`src/rtl/cbr_unit.sv`:
```
module cbr_unit #(
  parameter int unsigned XLEN       = 32,
  parameter int unsigned IDXW       = 5,
  parameter int unsigned IMMW       = 16,
  parameter int unsigned OPW        = 6,
  parameter logic [31:0] RESET_ADDR = 32'h0000_0100,
  parameter logic [5:0]  OP_EQ      = 6'h26,
  parameter logic [5:0]  OP_GE      = 6'h0e
) (
  input  logic            clk,
  input  logic            rst_n,
  input  logic            in_valid,
  input  logic [XLEN-1:0] instr,
  input  logic [XLEN-1:0] opa,
  input  logic [XLEN-1:0] opb,
  output logic [IDXW-1:0] src_a_idx,
  output logic [IDXW-1:0] src_b_idx,
  output logic [XLEN-1:0] pc,
  output logic [XLEN-1:0] next_pc,
  output logic            taken,
  output logic            exc
);
  localparam int unsigned OP_LO  = 0;
  localparam int unsigned IMM_LO = OP_LO + OPW;
  localparam int unsigned B_LO   = IMM_LO + IMMW;
  localparam int unsigned A_LO   = B_LO + IDXW;
  localparam logic [XLEN-1:0] STEP = XLEN'(4);

  logic [OPW-1:0]  opcode;
  logic [IMMW-1:0] imm;
  logic [XLEN-1:0] disp, seq_pc, tgt_pc;
  logic            is_eq, is_ge, cond, bad_tgt;

  assign src_a_idx = instr[A_LO +: IDXW];
  assign src_b_idx = instr[B_LO +: IDXW];
  assign opcode    = instr[OP_LO +: OPW];
  assign imm       = instr[IMM_LO +: IMMW];
  assign disp      = {{(XLEN-IMMW){imm[IMMW-1]}}, imm};

  assign is_eq = (opcode == OP_EQ[OPW-1:0]);
  assign is_ge = (opcode == OP_GE[OPW-1:0]);

  always_comb begin
    cond = 1'b0;
    if (is_eq)      cond = (opa == opb);
    else if (is_ge) cond = ($signed(opa) >= $signed(opb));
  end

  assign seq_pc  = pc + STEP;
  assign tgt_pc  = seq_pc + disp;
  assign taken   = in_valid & cond;
  assign next_pc = taken ? tgt_pc : seq_pc;
  assign bad_tgt = taken & (tgt_pc[1:0] != 2'b00);

  always_ff @(posedge clk) begin
    if (!rst_n) begin
      pc  <= RESET_ADDR;
      exc <= 1'b0;
    end else begin
      exc <= bad_tgt;
      if (in_valid && !bad_tgt) pc <= next_pc;
    end
  end
endmodule


```
`config.mk`:
```
export PLATFORM = sky130hd
export DESIGN_NAME = cbr_unit
export DESIGN_NICKNAME = d
export VERILOG_FILES = /design/src/rtl/cbr_unit.sv
export SDC_FILE = /design/constraint.sdc
export NUM_CORES = 1
export LEC_CHECK = 0
export BUFFER_PORTS_ARGS = -buffer_cell sky130_fd_sc_hd__buf_4
export CORE_ASPECT_RATIO = 0.9
export CORE_MARGIN = 4
export CORE_UTILIZATION = 30
export DETAILED_ROUTE_END_ITERATION = 7
export GPL_ROUTABILITY_DRIVEN = 0
export GPL_TIMING_DRIVEN = 0
export PLACE_DENSITY = 0.64
export SLEW_MARGIN = 20
export SYNTH_ARGS = -nofsm -noshare
export SYNTH_HDL_FRONTEND = slang
export SYNTH_SLANG_ARGS = --single-unit
```
`constraint.sdc`:
```
create_clock -name clk -period 4.98 [get_ports clk]
set_clock_uncertainty 0.05 [all_clocks]
set_input_delay 0.747 -clock clk [delete_from_list [all_inputs] [get_ports clk]]
set_output_delay 0.747 -clock clk [all_outputs]
set_load 0.005 [all_outputs]
```
# Word level (Yosys, flattened, before mapping)
# Cells that the tools add are included.
# word_totals
reg_bits	33
input_bits	99
out_inout_bits	76
wordCells	16
# op_classes
add_sub_neg	2
order_cmp	1
n_eq_ne	3
mux	3
bitwise_logic	2
reduce_logical	3
# ops
op	count
$add A32 B3 Y32 const B	1
$add A32 B32 Y32	1
$eq A32 B32 Y1	1
$ge A32 B32 Y1	1
$mux W32	1
$eq A6 B4 Y1 const B	1
$eq A6 B6 Y1 const B	1
$and A1 B1 Y1	2
$mux W1	2
$reduce_bool A2 Y1	1
$logic_and A1 B1 Y1	1
$logic_not A1 Y1	1

# Depth between registers and ports, before layout
# depth
depth_word	7
depth_mapped	18
mapped_depth_nobuf	17

# Worst setup path after synthesis
# OpenSTA, ideal clock, no wires.
# synth_timing
path_kind	reg-to-output
start	reg pc[4]
end	out next_pc[23]
arrival_time_ns	3.731
required_time_ns	4.183
setup_slack_ns	0.452
stages_incl_launch_ff	17
n_path_buf	1
cell_sequence	dfxtp_1 and4_1 nand4_1 or2_2 nor2_1 xnor2_1 inv_1 ha_1 buf_6 and4_1 and2_1 a311o_1 or3_1 o21ai_0 o21ai_0 xor2_1 mux2_2
# synth_between
elab_chain_cells	3
# synth_rtl
item	line_no	text
start, declared	18	output logic [XLEN-1:0] pc,
start signal, assigned	61	if (in_valid && !bad_tgt) pc <= next_pc;
$add A32 B3 Y32 *	49	assign seq_pc = pc + STEP;
$add A32 B32 Y32	50	assign tgt_pc = seq_pc + disp;
$mux W32 *	52	assign next_pc = taken ? tgt_pc : seq_pc;
end, declared	19	output logic [XLEN-1:0] next_pc,
# Mark *: on every way between the ends. The rest lies on a longest branch, timed or not.

# Final worst setup path
# layout_timing
start	reg pc[13]
end	out next_pc[31]
# Same word-level chain as after synthesis.

==> results.toml <==
[run_status]
status = "finished, final reports clean"

[worst_setup_path]
critPathKind = "reg -> out"
rr_endpoint = "pc[31]"
slowest_delay_ns = 0.42
startpoint_type = "flip-flop"
crit_start = "pc[13]"
cp_slowest_cell = "or3_4"
critPathMaxFanout = 10
worst_ep_required_time_ns = 4.18
worstSetupEndpoint = "next_pc[31]"
crit_chain = "inv_1 -> or3_4 -> or2_4 -> nor2_4 -> nand2_1 -> xor2_1 -> inv_1 -> ha_1 -> buf_4 -> a21oi_1 -> o21ai_1 -> a21o_1 -> a21oi_1 -> o21ai_1 -> mux2_2 -> or3_4 -> nor2_4 -> xnor2_1 -> buf_4"
arrival_ns = 4.18
critPathCaptureType = "output port"
timing.reg2reg.setup_slack_ns = 0.73
timing.rr.start = "pc[13]"
reg2regPathDepth = 18

[yosys]
synth.largest_area_cell = "ha_1"
synth-seq-cells = 33
synth-edff-count = 0
synthFlopType = "dfxtp_1"
yosys.area.top_type_share_pct = 16.6
synth_cell_types = 59
synthCells = 668
avgSynthCellArea_sq_um = 7.23
async_reset_ff_share_pct = 0
ys_warn_count = 0
syn_nets = 832
synthTopCellsByArea = "ha_1, dfxtp_1, a21oi_1"
synth_area_sq_um = 4830
synth_seq_area_share_pct = 13.7

[grt]
grt_first_pass_wirelength_microns = 27800
overflow = 0
grt_max_degree = 21
antenna_found_initial = 0
grt_pass1_vias = 5142
grtUsageTotal_pct = 19.2

[layout]
fillers = 1626
seqCellArea_sq_um = 697
antenna_cells = 0
final_common_cell = "buf_4"
drive_gt1_share_pct = 30.8
multi_input_area_sq_um = 3990
fin_area_sq_um = 6830
layout_common_cells = "buf_4, a21oi_1, inv_1, nand2_1, ha_1"
utilization_pct = 43.7
nets = 1016
syn2layout_area_growth_pct = 41.2

[floorplan]
initial_core_util_pct = 31.0
io_pins = 175
die_w_microns = 142
core_sq_um = 15600
die_height_microns = 128
rows = 43
design.die.area_sq_um = 18200

[drt]
vias = 5667
post-route-drc-count = 0
detail_route.wl_per_cell_microns = 17.9
antenna_left = 0
drtIter0Drc = 392
drt_wl_total_microns = 18800
viasPerCell = 5.37
first_pass_iters = 5

[power]
ir_drop_uv = 114
pwr-share-clk_pct = 28.7
p_int_uw = 713
power_switching_uw = 411
power_leakage_uw = 0.00348
combPwrFrac_pct = 44.5
p_seq_share_pct = 26.8
swShare_pct = 36.6
powerDensity_nw_per_um2 = 165

[sta]
finalHoldViolCount = 0
slew_violations = 0
tns_ns = 0
layout_setup_ws_ns = 0.00454
hold_slack_ns = 0.447
min_period_ns = 4.98
worstMarginPinSlew_ns = 0.888
setup_viol_count_final = 0
slew_headroom_pct = 40.6
rsz0062_at_grt = "yes"
clock.fmax_mhz = 201
timing.final.crit_share_pct = 99.9

[placed_design]
place_hpwl_microns = 14400
portBuffers = 163
placed_cell_area_sq_um = 6310
place_ws_ns = -0.386

[cts]
cts_buffers = 5
cts_sinks = 33
cts_tree = "yes"
clk_latency_ns = 0.30
ctsHoldBuffers = 0
clock_path_buffers = 2
cts_root_buffer = "clkbuf_16"
clk_pin_slew_ns = 0.07
cts_max_level = 2

[worst_hold_path]
hold_class = "reg -> reg"
hp-start = "pc[0]"

[run]
drv_cap = 0
[critical path, delay by kind of cell, from the launching register on]
kind | cells | cell delay (ns)
and+or+nand+nor | 6 | 1.48
AOI/OAI and AO/OA | 5 | 0.69
buffers and inverters | 4 | 0.50
DFF | 1 | 0.34
xor gates and xnor gates | 2 | 0.34
muxes | 1 | 0.28
adders and majority gates | 1 | 0.27
[Yosys cell counts (5+ instances only)]
master     n
a21o_1    27
a21oi_1   72
a311oi_1   6
and3_1     8
buf_2      5
buf_4     10
clkbuf_1  16
dfxtp_1   33
ha_1      64
inv_1     64
nand2_1   59
nand3_1   29
nand4_1   16
nor2_1    41
nor2b_1    8
nor3_1    16
o211a_1   18
o21ai_0   30
o21bai_1   7
o311a_1    5
or2_2      5
or3_1      5
xnor2_1   35
xor2_1    21
[through the flow]
step	instances	power [uW]
floorplan	668	594
global placement	1033	770
detailed placement	1034	774
CTS	1051	1100
global route	1055	1190
finish	1055	1120
[worst min-delay path by stage]
stage / endpoint / slack, ns / cells past startpoint
after floorplan: pc[0] / 0.42 / 1
after global placement: pc[0] / 0.44 / 1
after detailed placement: pc[0] / 0.45 / 1
after CTS: pc[0] / 0.46 / 1
after global routing: pc[0] / 0.48 / 1
final: pc[0] / 0.45 / 1
[registers in the layout (all words and copies together) (netlist names)]
| signal | cells |
|---|---|
| pc | 32 |
| exc | 1 |
[layout make-up]
| cell class | count | area share [%] |
|---|---|---|
| inverter | 65 | 3.57 |
| timing repair buffer | 178 | 19.5 |
| buffer | 32 | 2.55 |
| sequential | 33 | 10.2 |
| clock buffer | 6 | 1.89 |
| clock inverter | 2 | 0.147 |
| multi-input combinational | 537 | 58.4 |
| tap | 202 | 3.70 |
[power by group through the flow]
stage | logic [uW] | clock network, uW | registers, uW
floorplan | 293 | 0 | 301
global placement | 466 | 0 | 304
detailed placement | 470 | 0 | 304
CTS | 480 | 325 | 300
global route | 551 | 340 | 303
finish | 500 | 323 | 301
[cell families (layout without fill, tap and decap cells)]
logic type      Yosys count  in the layout  share of synthesized area [%]
xor+xnor                 56             56                           10.2
buf+inv                  98            283                           8.67
fa+ha+maj                65             65                           17.0
mux                       4              4                          0.906
simple gates            208            208                           21.2
compound gates          204            204                           28.4
flops                    33             33                           13.7
[per-layer routing]
metal	wire [microns]	GRT usage, %	vias up
li1	-	-	2778
met1	8420	26.1	2608
met2	8520	32.0	251
met3	1570	3.38	30
met4	332	4.18	0
met5	0	0	-
[timing repair]
action / CTS / global route
pin swaps: 7 / 9
buffers inserted: 9 / 5
setup endpoints to repair: 12 / 21
hold endpoints to repair: 0 / 0
gates resized for setup: 39 / 36
(Power assumes the default switching activity.)
